[config.mk]
export PLATFORM = sky130hd
export DESIGN_NAME = rsz_phase_gen
export DESIGN_NICKNAME = d
export VERILOG_FILES = /design/src/rtl/rsz_phase_gen.sv
export SDC_FILE = /design/constraint.sdc
export NUM_CORES = 1
export LEC_CHECK = 0
export ABC_CLOCK_PERIOD_IN_PS = 6200
export BUFFER_PORTS_ARGS = -buffer_cell sky130_fd_sc_hd__buf_4
export CAP_MARGIN = 20
export CORE_ASPECT_RATIO = 1.25
export CORE_MARGIN = 3
export CORE_UTILIZATION = 50
export CTS_CLUSTER_DIAMETER = 80
export DETAILED_ROUTE_END_ITERATION = 8
export PLACE_DENSITY = 0.65
export SETUP_SLACK_MARGIN = 0.1
export SLEW_MARGIN = 15
export SYNTH_ARGS = -nofsm -noshare
export SYNTH_HDL_FRONTEND = slang
export SYNTH_SLANG_ARGS = --single-unit
[constraint.sdc]
create_clock -name clk -period 6.2 [get_ports clk]
set_input_delay 0.93 -clock clk [delete_from_list [all_inputs] [get_ports clk]]
set_output_delay 0.93 -clock clk [all_outputs]
set_load 0.05 [all_outputs]
[src/rtl/rsz_phase_gen.sv]
module rsz_phase_gen #(
  parameter int W = 12
) (
  input  logic         clk,
  input  logic         rst_n,
  input  logic         start,
  input  logic [W-1:0] num_in,
  input  logic [W-1:0] den_in,
  output logic         busy,
  output logic         done,
  output logic         err,
  output logic         out_valid,
  input  logic         out_ready,
  output logic         out_marker,
  output logic         out_nearest,
  output logic [9:0]   out_weight,
  output logic [W-1:0] out_offset
);
  localparam int DW = (W + 4 > 16) ? W + 4 : 16;
  localparam int CW = $clog2(DW);
  localparam int MAXN = 31;

  localparam logic [3:0] S_IDLE = 4'd0, S_GCD = 4'd1, S_DIV = 4'd2, S_RN = 4'd3,
                         S_RD = 4'd4, S_EMIT = 4'd5, S_PREP = 4'd6, S_FW = 4'd7,
                         S_DM = 4'd8, S_DW = 4'd9, S_DO = 4'd10;
  localparam logic [1:0] M_INT = 2'd0, M_FRAC = 2'd1, M_DOWN = 2'd2;

  logic [3:0]    st, dv_ret, ld_ret;
  logic [1:0]    mode;
  logic [W-1:0]  num_l, den_l, ga, gb, n, d;
  logic [DW-1:0] acc, dv_rem, dv_quo, dv_den, ld_x, ld_y, n2, dd2;
  logic [CW-1:0] dv_cnt;
  logic [4:0]    idx;
  logic          ld;
  logic [DW:0]   dv_sh;
  logic          dv_ge;
  logic          last_idx;

  assign busy     = (st != S_IDLE);
  assign n2       = DW'({n, 1'b0});
  assign dd2      = DW'({d, 1'b0});
  assign dv_sh    = {dv_rem, dv_quo[DW-1]};
  assign dv_ge    = dv_sh >= {1'b0, dv_den};
  assign last_idx = (W'(idx) == n - W'(1));

  always_comb begin
    ld = 1'b0; ld_x = '0; ld_y = DW'(1); ld_ret = S_IDLE;
    case (st)
      S_GCD: if (ga == gb) begin ld = 1'b1; ld_x = DW'(num_l); ld_y = DW'(ga); ld_ret = S_RN; end
      S_RN:  begin ld = 1'b1; ld_x = DW'(den_l); ld_y = DW'(ga); ld_ret = S_RD; end
      S_PREP:
        if (mode == M_FRAC) begin
          ld = 1'b1; ld_x = acc << 9; ld_y = DW'(n); ld_ret = S_FW;
        end else if (mode == M_DOWN) begin
          ld = 1'b1; ld_x = acc - DW'(n); ld_y = n2; ld_ret = S_DM;
        end
      S_DM:  begin ld = 1'b1; ld_x = dv_rem << 9; ld_y = n2; ld_ret = S_DW; end
      S_DW:  begin ld = 1'b1; ld_x = acc + dd2 - DW'(n); ld_y = n2; ld_ret = S_DO; end
      default: ;
    endcase
  end

  always_ff @(posedge clk) begin
    if (!rst_n) begin
      st <= S_IDLE; dv_ret <= S_IDLE; mode <= M_INT;
      num_l <= '0; den_l <= '0; ga <= '0; gb <= '0; n <= '0; d <= '0;
      acc <= '0; dv_rem <= '0; dv_quo <= '0; dv_den <= '0; dv_cnt <= '0; idx <= '0;
      done <= 1'b0; err <= 1'b0;
      out_valid <= 1'b0; out_marker <= 1'b0; out_nearest <= 1'b0;
      out_weight <= '0; out_offset <= '0;
    end else begin
      done <= 1'b0;
      err  <= 1'b0;
      if (ld) begin
        dv_quo <= ld_x; dv_den <= ld_y; dv_rem <= '0; dv_cnt <= '0;
        dv_ret <= ld_ret; st <= S_DIV;
      end
      case (st)
        S_IDLE:
          if (start) begin
            if (num_in == '0 || den_in == '0) err <= 1'b1;
            else begin
              num_l <= num_in; den_l <= den_in; ga <= num_in; gb <= den_in; st <= S_GCD;
            end
          end
        S_GCD:
          if (ga > gb) ga <= ga - gb;
          else if (gb > ga) gb <= gb - ga;
        S_DIV: begin
          dv_rem <= dv_ge ? DW'(dv_sh - {1'b0, dv_den}) : dv_sh[DW-1:0];
          dv_quo <= {dv_quo[DW-2:0], dv_ge};
          dv_cnt <= dv_cnt + CW'(1);
          if (dv_cnt == CW'(DW - 1)) st <= dv_ret;
        end
        S_RN: n <= dv_quo[W-1:0];
        S_RD: begin
          if (n > W'(MAXN)) begin
            err <= 1'b1; st <= S_IDLE;
          end else if (n == W'(1) && dv_quo == DW'(1)) begin
            done <= 1'b1; st <= S_IDLE;
          end else begin
            d <= dv_quo[W-1:0];
            idx <= '0;
            if (dv_quo > DW'(n)) begin mode <= M_DOWN; acc <= dv_quo; end
            else begin mode <= (dv_quo == DW'(1)) ? M_INT : M_FRAC; acc <= '0; end
            out_valid <= 1'b1; out_marker <= 1'b1; out_nearest <= 1'b0;
            out_weight <= '1; out_offset <= '1;
            st <= S_EMIT;
          end
        end
        S_PREP:
          if (mode == M_INT) begin
            out_valid <= 1'b1; out_marker <= 1'b0; out_nearest <= 1'b1;
            out_weight <= 10'd512; out_offset <= W'(last_idx);
            st <= S_EMIT;
          end
        S_FW: begin
          out_weight <= 10'(10'd512 - dv_quo[9:0]);
          out_marker <= 1'b0; out_nearest <= 1'b0; out_valid <= 1'b1;
          if (acc + DW'(d) >= DW'(n)) begin
            acc <= acc + DW'(d) - DW'(n); out_offset <= W'(1);
          end else begin
            acc <= acc + DW'(d); out_offset <= '0;
          end
          st <= S_EMIT;
        end
        S_DM: acc <= DW'(n) + dv_rem;
        S_DW: begin
          out_weight <= 10'(10'd512 - dv_quo[9:0]);
          acc <= acc + dd2;
        end
        S_DO: begin
          out_offset <= dv_quo[W-1:0];
          out_marker <= 1'b0; out_nearest <= 1'b0; out_valid <= 1'b1;
          st <= S_EMIT;
        end
        S_EMIT:
          if (out_ready) begin
            out_valid <= 1'b0;
            if (out_marker) st <= S_PREP;
            else if (last_idx) begin done <= 1'b1; st <= S_IDLE; end
            else begin idx <= idx + 5'd1; st <= S_PREP; end
          end
        default: st <= S_IDLE;
      endcase
    end
  end

  a_r9_hold_stable: assert property (@(posedge clk) disable iff (!rst_n)
    out_valid && !out_ready |=> out_valid && $stable(out_weight) && $stable(out_offset)
                                && $stable(out_marker) && $stable(out_nearest));
  a_r11_pulses_exclusive: assert property (@(posedge clk) disable iff (!rst_n)
    $onehot0({done, err}));
  a_r11_idle_after_end: assert property (@(posedge clk) disable iff (!rst_n)
    done || err |-> !busy && !out_valid);
  a_r1_marker_ones: assert property (@(posedge clk) disable iff (!rst_n)
    out_valid && out_marker |-> out_weight == 10'h3FF && out_offset == '1);
  a_r5_nearest_full: assert property (@(posedge clk) disable iff (!rst_n)
    out_valid && out_nearest |-> out_weight == 10'd512 && out_offset <= W'(1));
  a_r3_weight_range: assert property (@(posedge clk) disable iff (!rst_n)
    out_valid && !out_marker |-> out_weight <= 10'd512);
  a_r10_busy_holds: assert property (@(posedge clk) disable iff (!rst_n)
    out_valid && !out_marker |-> busy);
endmodule

Word-level counts from Yosys, hierarchy flattened
Cells that the tools add are included.

Add/sub/neg operators: 13. Magnitude comparators: 6. Equality and inequality tests: 28. Mux-type cells: 85. Bitwise gates (word level): 3. Reduce and logical (&&, ||, !) cells: 30.

Operators with widths (number): $mux W16 (11); $mux W12 (12); $pmux W16 S5 (1); $pmux W16 S4 (1); $pmux W13 S4 (1); $pmux W12 S2 (2); $pmux W12 S4 (1); $sub A16 B12 Y16 (3); $mux W4 (10); $mux W10 (3); $pmux W10 S3 (1); $pmux W4 S7 (1); $mux W13 (2); $mux W5 (5); $gt A12 B12 Y1 (2); $logic_not A12 Y1 (2); $sub A12 B12 Y12 (2); $ne A2 B2 Y1 const B (11); $mux W1 (20); $pmux W4 S5 (1); $ge A17 B16 Y1 (1); $add A12 B16 Y16 (1); $add A16 B12 Y16 (1); $add A16 B13 Y16 (1); 39 further kinds (69).

Bits in registers: 182. Input bits: 28. Output and inout port bits: 28. Logic and storage cells: 187.

Depth between registers and ports, before layout
Word-level depth: 8. Depth in mapped cells: 18. Mapped depth without buffers: 17.

Worst setup path before layout
OpenSTA, ideal clock, no wires.

Path kind: reg2reg. Start point: register acc[1]. End point: register acc[7]. Setup time: 0.131 ns. Arrival: 3.676 ns. Data required time: 6.069 ns. Slack: 2.393 ns. Stages on the path, launching flop included: 17. Path buffers: 1. Period minus slack after synthesis: 3.807 ns. Cell sequence: dfxtp_1 ha_1 a211oi_1 o211ai_2 a31o_2 a21oi_1 xnor2_1 ha_1 a21o_1 a21o_1 a21oi_1 nor3b_1 a31o_2 nand4_1 clkbuf_1 mux2i_1 o22ai_1.

Word-level cells in the longest chain between the ends: 4. Elaborated cells between the ends (all ways): 6. Classes of those cells: add/sub (3); order compare (1); mux (2).

Ends and longest elaborated chain: from (decl) (line 31) `logic [DW-1:0] acc, dv_rem, dv_quo, dv_den, ld_x, ld_y, n2, dd2;`; from (signal assigned) (line 127) `S_DM: acc <= DW'(n) + dv_rem;`; from (signal assigned) (line 130) `acc <= acc + dd2;`; $add A16 B12 Y16 (line 120, 121, 123); $sub A16 B12 Y16 / $ge A16 B12 Y1 (equally long branches) (line 121, 120); $mux W16 (line 120) `if (acc + DW'(d) >= DW'(n)) begin`; $pmux W16 S4 * (line 78) `case (st)`.

Mark *: on every way between the ends. The rest lies on a longest branch, timed or not. A chain may end at the register's enable or synchronous reset.

Final worst setup path
Start point: register acc[1]. End point: register acc[2].

Same word-level chain as after synthesis.

==> metrics.txt <==
setup ws final=around 1.3 ns; yosys warns=0; CP Max Fanout=12; layout cells sized above 1=0.0842; crit-path leading delay family=compound AO/OA/AOI/OAI gates; area occupied by registers=between 0.003 and 0.004 mm²; CP endpoint kind=flop; synthesized area=0.0147 mm²; Final GP Congestion=0.966; hold_buf cts=0; P&R area growth vs syn=8.33%; crit path time final=between 4 and 5 ns; post-synth top area share=0.244; crit-path cells=ha_1, a211oi_1, o211ai_2, a31o_2, a21oi_1, xnor2_1, ha_1, a21o_1, a21o_1, a21oi_1, nor3b_1, a31o_2, nand4_1, nand4_1, o221ai_2; arrival time at the worst endpoint=roughly 5.2 ns; initial antenna violation count=0; Slowest-stage cell, CP=nand4_1; core area=between 0.02 and 0.03 mm²; worst skew pair latency=0.45 ns; Reg clk slew, reported paths=roughly 0.070 ns; # clock sinks=about 180; top-count cell post-synth=nand2_1; Multi-input gate area=approximately 0.010 mm²; Die H=~200 µm; Routed met1 length=between 20000 and 25000 µm; Pleak=6.39 nW; Final Slew Violations=0; outcome=complete, no violations; vias in the first global route=13800; WL/cell=~22 µm; utilization after layout=0.554; Antenna Nets Post-Route=0; DP HPWL=just under 40000 µm; CP required=6.51 ns; cell count after synthesis=1937; Port Buf Inserts=55; grt ovf=0; relative slew slack=0.271; WS Path Type=flop to flop; count of final setup violators=0; H-tree Lvls=4; Setup TNS=0 ns; initial core utilization=0.512; Post-synth EDFFs=0; largest net degree at the start of global routing=72; RSZ-0062 raised after global routing=false; Hold Fails Final Rpt=0; GRT Total Usage=0.323; die width=between 150 and 200 µm; type of the tightest min-delay check=flop to flop; DIE AREA=0.0315 mm²; pwr/cell area=~200 mW/mm²; clock buffer depth=2; CP max stage delay=0.69 ns; Max IR drop VDD=172 µV; highest metal used=met4; WL met2=approximately 25000 µm; vias post-DR=~15000; post-synth top area cell=dfxtp_1; number of buffers and inverters on the critical path=0; CP startpoint kind=flop; post-CTS resize count=0; top post-synthesis cells by area=dfxtp_1, ha_1, a21oi_1, nand2_1, nor2_1; Site Rows=69; pre-CTS WS=approximately 1.4 ns; slew of the pin with the lowest slew margin=approximately 1.1 ns; Iter 0 DRT Violations=~1500; post-synthesis sequential area ratio=0.244; ANT cells=0; most frequent cells after synthesis=nand2_1, a21oi_1, dfxtp_1, nor2_1, ha_1; filler cell count=roughly 2800; Final period util=0.796; DRC violations left=0; Max-Cap Viols=0; Net Count, Synth=~2100; vias per cell=around 6.4; Synth Register Bits=around 180; Num CTS Buffers=17; fin nets=roughly 2100; WL met3=3320 µm; final wirelength=52200 µm; mean post-synth cell area=~7.6 µm²; CTS root buffer=clkbuf_16; drt first pass iters=6; io pins=56; number of library cell types mapped by synthesis=89; Fmax=between 200 and 250 MHz; first-pass GRT wire length=about 80000 µm; post-CTS setup repair buffer count=0; ys async rst share=0; Final Skew=roughly 0.011 ns; Post-synth top flop=dfxtp_1; CTS tree=built
==> cell usage in the layout (no fill, tap or decap), types with 16 or more instances in the layout <==
cell type | Yosys | layout
nand2_1 | 226 | 226
a21oi_1 | 199 | 199
dfxtp_1 | 179 | 179
nor2_1 | 152 | 151
ha_1 | 130 | 130
o21ai_0 | 108 | 107
inv_1 | 95 | 94
buf_4 | 2 | 77
nor3_1 | 69 | 65
xnor2_1 | 62 | 62
nand3_1 | 51 | 51
a211oi_1 | 35 | 35
xor2_1 | 35 | 35
o21a_1 | 34 | 34
nand4_1 | 32 | 32
a21o_1 | 27 | 27
nor2b_1 | 27 | 27
a221oi_1 | 24 | 24
a31oi_1 | 21 | 21
mux2i_1 | 20 | 20
clkbuf_16 | 0 | 17
o211ai_1 | 16 | 16
a22oi_1 | 16 | 16
==> worst reg2reg max path, delay by kind of cell, from the launching register on <==
family                     cells  cell delay [ns]
adders and majority gates      2             0.65
and+or+nand+nor                3             1.33
xor gates and xnor gates       1             0.18
AOI/OAI and AO/OA              9             2.17
DFF                            1             0.49
==> stage by stage <==
stage	hold slack, ns	cell area, µm²	std cells	total power (W)
2_1_floorplan	0.432	14700	1937	0.00184
3_3_place_gp	0.439	15300	2294	0.00203
3_5_place_dp	0.444	15300	2294	0.00203
4_1_cts	0.454	15900	2326	0.00318
5_1_grt	0.475	15900	2326	0.00332
6_report	0.452	15900	2326	0.00317
==> area by class of cell <==
type                       instances  area share
multi-input combinational       1553       0.648
sequential                       179       0.225
timing repair buffer              77      0.0363
tap                              390      0.0306
clock buffer                      19      0.0272
inverter                          95      0.0225
clock inverter                    13      0.0108
==> cell families after synthesis <==
kind of cell    count (synthesis)  synth area share
simple gates                  663             0.215
fa+ha+maj                     139             0.123
buf+inv                       205            0.0562
compound gates                627             0.286
mux                            27            0.0190
xor+xnor                       97            0.0577
flops                         179             0.244
==> sequential cells by signal, indices dropped and copies added (netlist names), 2 cells and up <==
name,cells
dv_ret,4
num_l,12
d,12
gb,12
n,12
dv_rem,16
acc,16
out_weight,10
st,4
mode,2
ga,12
idx,5
dv_quo,16
dv_den,13
dv_cnt,4
out_offset,12
den_l,12
==> path summary, 6_finish.rpt <==
path / endpoint / cells past startpoint / from / slack (ns)
worst min register to register: num_l[5]$_SDFFE_PN0P_ / 2 / num_l[5]$_SDFFE_PN0P_ / 0.45
worst max register to register: acc[2]$_SDFFE_PN0P_ / 15 / acc[1]$_SDFFE_PN0P_ / 1.26
worst min-delay path: num_l[5]$_SDFFE_PN0P_ / 2 / num_l[5]$_SDFFE_PN0P_ / 0.45
worst max-delay path: acc[2]$_SDFFE_PN0P_ / 15 / acc[1]$_SDFFE_PN0P_ / 1.26
==> power breakdown <==
group	internal [W]	total, W	switching [W]
combinational	0.000304	0.000768	0.000464
sequential	0.00120	0.00125	0.0000511
clock	0.000643	0.00116	0.000515
==> layer usage <==
metal,vias to the layer above,track usage
met4,0,0.189
li1,7082,-
met5,-,0
met3,144,0.0385
met1,7040,0.398
met2,634,0.545
Power figures use the tool's default switching activity.
